`src/rtl/scs_pkg.sv`:
```
package scs_pkg;
   typedef enum logic [1:0] {
      ST_IDLE = 2'd0,
      ST_SCAN = 2'd1,
      ST_PAD  = 2'd2,
      ST_STOP = 2'd3
   } scs_state_t;
endpackage

```
`src/rtl/scs_tick_counter.sv`:
```
module scs_tick_counter #(
   parameter int CNT_W = 11
) (
   input  logic             clk,
   input  logic             rst_n,
   input  logic             clr,
   input  logic             en,
   input  logic             tick,
   output logic [CNT_W-1:0] cnt
);
   localparam logic [CNT_W-1:0] CNT_MAX = '1;

   always_ff @(posedge clk or negedge rst_n) begin
      if (!rst_n)
         cnt <= '0;
      else if (clr)
         cnt <= '0;
      else if (en && tick && (cnt != CNT_MAX))
         cnt <= cnt + 1'b1;
   end
endmodule

```
`src/rtl/scs_threshold.sv`:
```
module scs_threshold #(
   parameter int CNT_W       = 11,
   parameter int ALARM_TICKS = 1000,
   parameter int FATAL_TICKS = 1300
) (
   input  logic             active,
   input  logic [CNT_W-1:0] cnt,
   output logic             over_alarm,
   output logic             over_fatal
);
   localparam logic [CNT_W-1:0] ALARM_LIM = CNT_W'(ALARM_TICKS);
   localparam logic [CNT_W-1:0] FATAL_LIM = CNT_W'(FATAL_TICKS);

   always_comb begin
      over_alarm = active && (cnt >= ALARM_LIM);
      over_fatal = active && (cnt >  FATAL_LIM);
   end
endmodule

```
`src/rtl/scs_min_gate.sv`:
```
module scs_min_gate #(
   parameter int CNT_W  = 11,
   parameter int MIN_W  = 8,
   parameter bit PAD_EN = 1'b1
) (
   input  logic [CNT_W-1:0] cnt,
   input  logic [MIN_W-1:0] min_cycle,
   output logic             min_met
);
   generate
      if (PAD_EN) begin : g_pad
         logic [CNT_W-1:0] min_ext;
         always_comb begin
            min_ext = CNT_W'(min_cycle);
            min_met = (cnt >= min_ext);
         end
      end else begin : g_nopad
         logic [CNT_W+MIN_W-1:0] unused_bits;
         always_comb begin
            unused_bits = {cnt, min_cycle};
            min_met = 1'b1 | (&unused_bits);
         end
      end
   endgenerate
endmodule

```
`src/rtl/scan_cycle_supervisor.sv`:
```
module scan_cycle_supervisor
   import scs_pkg::*;
#(
   parameter int CNT_W       = 11,
   parameter int MIN_W       = 8,
   parameter int ALARM_TICKS = 1000,
   parameter int FATAL_TICKS = 1300,
   parameter bit PAD_EN      = 1'b1
) (
   input  logic             clk,
   input  logic             rst_n,
   input  logic             tick,
   input  logic             scan_start,
   input  logic             scan_end,
   input  logic             run_mode,
   input  logic             clear,
   input  logic [MIN_W-1:0] min_cycle,
   output logic             alarm,
   output logic             fatal,
   output logic             run_ind,
   output logic             out_en,
   output logic             next_permit
);
   localparam int CNT_TOP = (1 << CNT_W) - 1;

   generate
      if (ALARM_TICKS >= FATAL_TICKS) begin : g_bad_order
         $error("ALARM_TICKS must be below FATAL_TICKS");
      end
      if (FATAL_TICKS >= CNT_TOP) begin : g_bad_width
         $error("CNT_W too small for FATAL_TICKS");
      end
      if (MIN_W > CNT_W) begin : g_bad_min
         $error("MIN_W must not exceed CNT_W");
      end
   endgenerate

   scs_state_t       state_q, state_d;
   logic [CNT_W-1:0] cnt_q;
   logic             alarm_q, fatal_q, permit_q;
   logic             alarm_d, fatal_d, permit_d;
   logic             active, start_acc, clear_ok;
   logic             over_alarm, over_fatal, min_met;

   assign active    = (state_q == ST_SCAN) || (state_q == ST_PAD);
   assign clear_ok  = clear && !run_mode;
   assign start_acc = (state_q == ST_IDLE) && scan_start && run_mode &&
                      !fatal_q && !clear_ok;

   scs_tick_counter #(.CNT_W(CNT_W)) u_cnt (
      .clk   (clk),
      .rst_n (rst_n),
      .clr   (start_acc),
      .en    (active),
      .tick  (tick),
      .cnt   (cnt_q)
   );

   scs_threshold #(
      .CNT_W       (CNT_W),
      .ALARM_TICKS (ALARM_TICKS),
      .FATAL_TICKS (FATAL_TICKS)
   ) u_thr (
      .active     (active),
      .cnt        (cnt_q),
      .over_alarm (over_alarm),
      .over_fatal (over_fatal)
   );

   scs_min_gate #(
      .CNT_W  (CNT_W),
      .MIN_W  (MIN_W),
      .PAD_EN (PAD_EN)
   ) u_min (
      .cnt       (cnt_q),
      .min_cycle (min_cycle),
      .min_met   (min_met)
   );

   always_comb begin
      state_d  = state_q;
      alarm_d  = alarm_q | over_alarm;
      fatal_d  = fatal_q;
      permit_d = 1'b0;
      if (clear_ok) begin
         state_d = ST_IDLE;
         alarm_d = 1'b0;
         fatal_d = 1'b0;
      end else begin
         unique case (state_q)
            ST_IDLE: if (start_acc) state_d = ST_SCAN;
            ST_SCAN: begin
               if (over_fatal) begin
                  state_d = ST_STOP;
                  fatal_d = 1'b1;
               end else if (scan_end) begin
                  if (min_met) begin
                     state_d  = ST_IDLE;
                     permit_d = 1'b1;
                  end else begin
                     state_d = ST_PAD;
                  end
               end
            end
            ST_PAD: begin
               if (over_fatal) begin
                  state_d = ST_STOP;
                  fatal_d = 1'b1;
               end else if (min_met) begin
                  state_d  = ST_IDLE;
                  permit_d = 1'b1;
               end
            end
            ST_STOP: state_d = ST_STOP;
            default: state_d = ST_IDLE;
         endcase
      end
   end

   always_ff @(posedge clk or negedge rst_n) begin
      if (!rst_n) begin
         state_q  <= ST_IDLE;
         alarm_q  <= 1'b0;
         fatal_q  <= 1'b0;
         permit_q <= 1'b0;
      end else begin
         state_q  <= state_d;
         alarm_q  <= alarm_d;
         fatal_q  <= fatal_d;
         permit_q <= permit_d;
      end
   end

   assign alarm       = alarm_q;
   assign fatal       = fatal_q;
   assign next_permit = permit_q;
   assign out_en      = !fatal_q;
   assign run_ind     = run_mode && !fatal_q;
endmodule

```
`config.mk`:
```
export PLATFORM = sky130hd
export DESIGN_NAME = scan_cycle_supervisor
export DESIGN_NICKNAME = d
export VERILOG_FILES = /design/src/rtl/scs_pkg.sv /design/src/rtl/scs_tick_counter.sv /design/src/rtl/scs_threshold.sv /design/src/rtl/scs_min_gate.sv /design/src/rtl/scan_cycle_supervisor.sv
export SDC_FILE = /design/constraint.sdc
export NUM_CORES = 1
export LEC_CHECK = 0
export ABC_AREA = 1
export BUFFER_PORTS_ARGS = -buffer_cell sky130_fd_sc_hd__buf_2
export CORE_ASPECT_RATIO = 0.7
export CORE_MARGIN = 5
export CORE_UTILIZATION = 40
export CTS_CLUSTER_SIZE = 30
export DETAILED_ROUTE_END_ITERATION = 8
export HOLD_SLACK_MARGIN = 0.06
export PLACE_DENSITY = 0.69
export RECOVER_POWER = 50
export SLEW_MARGIN = 20
export SYNTH_ARGS = -nofsm -noshare
export SYNTH_HDL_FRONTEND = slang
export SYNTH_HIERARCHICAL = 1
export SYNTH_SLANG_ARGS = --single-unit
```
`constraint.sdc`:
```
create_clock -name clk -period 1.8 [get_ports clk]
set_clock_uncertainty 0.2 [all_clocks]
set_input_delay 0.36 -clock clk [delete_from_list [all_inputs] [get_ports clk]]
set_output_delay 0.36 -clock clk [all_outputs]
set_load 0.01 [all_outputs]
```
### Yosys cells after proc, flatten, opt, wreduce, memory -nomap -nowiden

Index checks and enable logic that the tools add are counted.

| operators by class | value |
|---|---|
| add/subtract/negate cells | 1 |
| $lt $le $gt $ge | 3 |
| equal/unequal tests | 7 |
| multiplexer cells | 20 |
| bitwise gates (word level) | 1 |
| reductions and logical operators | 21 |

Operator list:

| kind | number |
|---|---|
| 2-to-1 mux 11 bit | 2 |
| 2-to-1 mux 2 bit | 7 |
| adder 11 x 1 -> 11 bit (second input constant) | 1 |
| greater-or-equal comparator 11 x 10 -> 1 bit (second input constant) | 1 |
| greater-or-equal comparator 11 x 8 -> 1 bit | 1 |
| > comparator 11 bit (second input constant) | 1 |
| inequality test 11 bit (second input constant) | 1 |
| logical AND 1 bit | 10 |
| 2-to-1 mux 1 bit | 9 |
| inequality test 4 bit (second input constant) | 2 |
| case mux 2 bit (4 select lines) | 1 |
| nonzero test 2 bit | 3 |
| equality test 2 bit (second input constant) | 2 |
| logical NOT 1 bit | 3 |
| inequality test 3 bit (second input constant) | 1 |
| AND reduction 3 bit | 1 |
| equality test 2 x 1 -> 1 bit (second input constant) | 1 |
| logical NOT 2 bit | 1 |
| case mux 1 bit (2 select lines) | 1 |
| AND reduction 2 bit | 1 |
| OR reduction 2 bit | 1 |
| logical OR 1 bit | 1 |
| bitwise OR 1 bit | 1 |

| storage, ports and cells | value |
|---|---|
| register bits after elaboration | 16 |
| output and inout port bits | 5 |
| logic and storage cells | 58 |

### Depth between registers and ports, before layout

| logic depth | value |
|---|---|
| word-level depth | 8 |
| depth in mapped cells | 15 |

### By module

The synthesis kept the hierarchy.

By module, submodules not included:

| module | instances | cells each | area each (um2) | sequential area each (um2) |
|---|---|---|---|---|
| scs_tick_counter | 1 | 93 | 695.7 | 275.3 |
| scan_cycle_supervisor | 1 | 51 | 370.4 | 125.1 |
| scs_min_gate | 1 | 44 | 250.2 | 0.0 |
| scs_threshold | 1 | 36 | 150.1 | 0.0 |

### Worst setup path before layout

OpenSTA, ideal clock, no wires.

| path | value |
|---|---|
| path type | register -> register |
| start | register u_cnt.cnt[4] |
| end | register state_q[0] |
| library setup time | 118 ps |
| arrival time | 1473 ps |
| data required time | 1482 ps |
| slack | 9 ps |
| cell stages (with the launch flop) | 15 |
| cells stage by stage | dfrtp_1 > ha_1 > nand2_1 > inv_2 > nand2_1 > nor2_1 > nand2_1 > nand3_1 > inv_1 > nand2_1 > nand2_1 > nand2_2 > nand2_2 > nand3_1 > nand2_1 |

| on the way | value |
|---|---|
| elaborated cells on any way between the ends | 10 |
| classes of those cells | order compare: 2; eq/ne: 2; mux: 4; reduce/logical: 2 |

RTL lines:

| element | RTL line | source |
|---|---|---|
| start, declared | scs_tick_counter.sv:9 | `output logic [CNT_W-1:0] cnt` |
| start signal, assigned | scs_tick_counter.sv:19 | `cnt <= cnt + 1'b1;` |
| greater-or-equal comparator 11 x 8 -> 1 bit | scs_min_gate.sv:15 | `min_met = (cnt >= min_ext);` |
| net min_met | scan_cycle_supervisor.sv:43 | `logic over_alarm, over_fatal, min_met;` |
| inequality test 4 bit (no source line) | n/a |  |
| AND reduction 3 bit (no source line) | n/a |  |
| end signal, assigned | scan_cycle_supervisor.sv:127 | `state_q <= state_d;` |
| end, declared | scan_cycle_supervisor.sv:38 | `scs_state_t state_q, state_d;` |

The timed path passes the listed nets, and every way through them passes these cells.
A chain may end at the register's enable or synchronous reset.

### Worst setup path after layout

| path | value |
|---|---|
| start | register u_cnt.cnt[6] |
| end | register state_q[0] |

Same word-level chain as after synthesis.

==> impl_metrics.tcl <==
set metrics [dict create \
    status "completed" \
    required_ns 1.75 \
    cts_tree "done" \
    port_buffers 19 \
    grt_pass1_wl_microns 5809 \
    end_kind "flip-flop" \
    dieHeight_microns 60.66 \
    htreeDepth 1 \
    drtIter0Drc 92 \
    core_area_sq_um 3536 \
    cts.sinks 16 \
    diodes 0 \
    vias 1493 \
    syn2layout_area_growth_pct 34.98 \
    utilization 0.5598 \
    detail_route.wl_per_cell_microns 11.75 \
    rsz0062_at_grt "yes" \
    maxCapViolCount 0 \
    clockBufferDepth 2 \
    place_ws_ns -0.09041 \
    synth_cells 224 \
    grt_pass1_vias 1279 \
    ir_drop_v 0.0004354 \
    path_class "reg -> reg" \
    nNetsFinal 295 \
    max_freq_mhz 555.8 \
    path_clk_slew_ns 0.07 \
    netSwitchingFraction 0.4070 \
    fin_cells 316 \
    drtAntennaViolNets 0 \
    hold_ws_ns 0.2012 \
    grt.overflow.total 0 \
    setup_viol 0 \
    pin_count 20 \
    p_per_area_nw_per_um2 816.2 \
    first_pass_iters 4 \
    root_buffer "clkbuf_8" \
    slowest_delay_ns 0.44 \
    leakage_nw 1.029 \
    startpoint_type "flip-flop" \
    die_x_microns 82.37 \
    slew_headroom 0.3676 \
    die-area_sq_um 4997 \
    antenna_found_initial 0 \
    fin_crit_sh 0.9995 \
    via_per_inst 4.725 \
    combPwrFrac 0.522 \
    power.internal_uw 958.0 \
    syn_area_per_cell_sq_um 6.546 \
    hold_viol 0 \
    holdCritPathClass "in -> reg" \
    dp_cells 306 \
    synth.cell_area_sq_um 1466 \
    place_congestion 0.9285 \
    dp_hpwl_microns 2659 \
    clk_latency_ns 0.26 \
    cp_cell_sequence "ha_4 > nand2_2 > inv_2 > nand2_1 > nor2_1 > nand2_1 > nand3_2 > inv_1 > nand2_1 > nand2_1 > nand2_2 > nand2_2 > nand3_1 > nand2_1" \
    grt_use_total 0.1539 \
    fin_crit_ns 1.799 \
    seq_area_frac_synth 0.2730 \
    yosys_warnings 6 \
    route.detailed.drc 0 \
    drv_slew 0 \
    critPathArrivalTime_ns 1.75 \
    synth_cell_types 25 \
    initial_core_util 0.4147 \
    setup_slack_ns 0.0008225 \
    cts_inserted_buffers 3 \
    clockPowerShare 0.209 \
    ys_seq_elements 16 \
    grt_max_degree 17 \
    p_switching_uw 657.5 \
    seqPwrFrac 0.268 \
    crit_fanout 3 \
    fp-row-count 18 \
    syn_nets 252 \
    cp_slowest_cell "dfrtp_2" \
    tightest_slew_ns 0.9486 \
    crit_top_cell "nand2_1" \
    drt_wl_total_microns 3714 \
    drive_gt1_frac 0.3195 \
]
-- worst paths after layout --
kind / startpoint / endpoint / slack [ns] / depth (start not counted)
setup reg to reg: u_cnt/cnt[6] / state_q[0] / 0.0008 / 14
hold reg to reg: alarm / alarm / 0.32 / 2
min in group asynchronous: rst_n / alarm / 0.56 / 2
max in group asynchronous: rst_n / u_cnt/cnt[4] / 0.20 / 2
setup / recovery: u_cnt/cnt[6] / state_q[0] / 0.0008 / 14
hold / removal: clear / fatal / 0.20 / 4
-- power by group through the flow --
stage | sequential, mW | combinational (mW) | clock (mW)
5_1_grt | 0.440 | 0.949 | 0.359
3_3_place_gp | 0.445 | 0.691 | 0
2_1_floorplan | 0.468 | 0.461 | 0
6_report | 0.434 | 0.844 | 0.338
3_5_place_dp | 0.445 | 0.706 | 0
4_1_cts | 0.439 | 0.720 | 0.344
-- synth_stat cells, drive strengths merged --
cell type | n | area (sq um)
nand2 | 74 | 305.3
inv | 39 | 146.4
nor2 | 31 | 148.9
nand3 | 23 | 132.6
dfrtp | 16 | 400.4
ha | 13 | 162.7
a21oi | 9 | 45.04
o21ai | 6 | 30.02
nand4 | 3 | 18.77
buf | 2 | 16.26
o21bai | 2 | 15.01
xor2 | 2 | 17.52
nand3b | 1 | 7.510
nor3 | 1 | 5.000
or2 | 1 | 6.260
xnor2 | 1 | 8.760
-- state kept, by name (all words and copies together), names as in the netlist --
name         count
alarm            1
fatal            1
next_permit      1
state_q          2
u_cnt/cnt       11
-- area by class of cell --
| cell class | instances | area [sq um] |
|---|---|---|
| flip-flops and latches | 16 | 404.1 |
| fillers | 349 | 1556 |
| repair buffers | 40 | 269.0 |
| inverters | 39 | 148.9 |
| multi-input cells | 167 | 1040 |
| clock buffers | 4 | 55.05 |
| well taps | 50 | 62.56 |
-- layout by cell type (no fill, tap or decap), drive strengths merged --
master        n
dlygate4sd3   1
o21ai         6
nand2        74
nor3          1
or2           1
buf          38
a21oi         9
nand4         3
nand3b        1
xnor2         1
xor2          2
nor2         31
ha           13
clkbuf        5
o21bai        2
inv          39
nand3        23
dfrtp        16
-- cells by family (layout without fill, tap and decap cells) --
kind of cell,count (synthesis),after routing,share of synthesized area
compound gates,17,17,0.06142
xor+xnor,3,3,0.01792
flops,16,16,0.2730
buf+inv,41,83,0.1109
fa+ha+maj,13,13,0.1109
simple gates,134,134,0.4258
-- timing repair --
| action | in CTS | in global routing |
|---|---|---|
| resized for setup | 9 | 23 |
| hold buffers | 1 | 0 |
| pin swaps | 9 | 11 |
| buffers inserted | 2 | 3 |
| endpoints found under the setup margin | 2 | 9 |
| gates cloned | 0 | 0 |
| endpoints found under the hold margin | 16 | 0 |
-- critical path, delay by kind of cell (launching register included) --
family,cells,cell delay (ns)
flops,1,0.44
simple gates,11,0.68
fa+ha+maj,1,0.28
buf+inv,2,0.09
-- stage by stage --
stage / power, mW / area [sq um] / setup TNS [ns]
6_report: 1.616 / 1979 / 0
5_1_grt: 1.748 / 1979 / -0.2995
3_3_place_gp: 1.135 / 1720 / -0.1324
3_5_place_dp: 1.151 / 1720 / -0.1798
4_1_cts: 1.503 / 1851 / -0.01087
2_1_floorplan: 0.9291 / 1466 / 0
-- routing by layer --
layer  part of all wire  track usage  vias to the layer above
met5                  0            0                        -
met4             0.0070      0.03791                        0
met3              0.055      0.03709                        4
met2               0.43       0.2135                       36
met1               0.51       0.2366                      676
li1                   -            -                      777
Power figures use the tool's default switching activity.
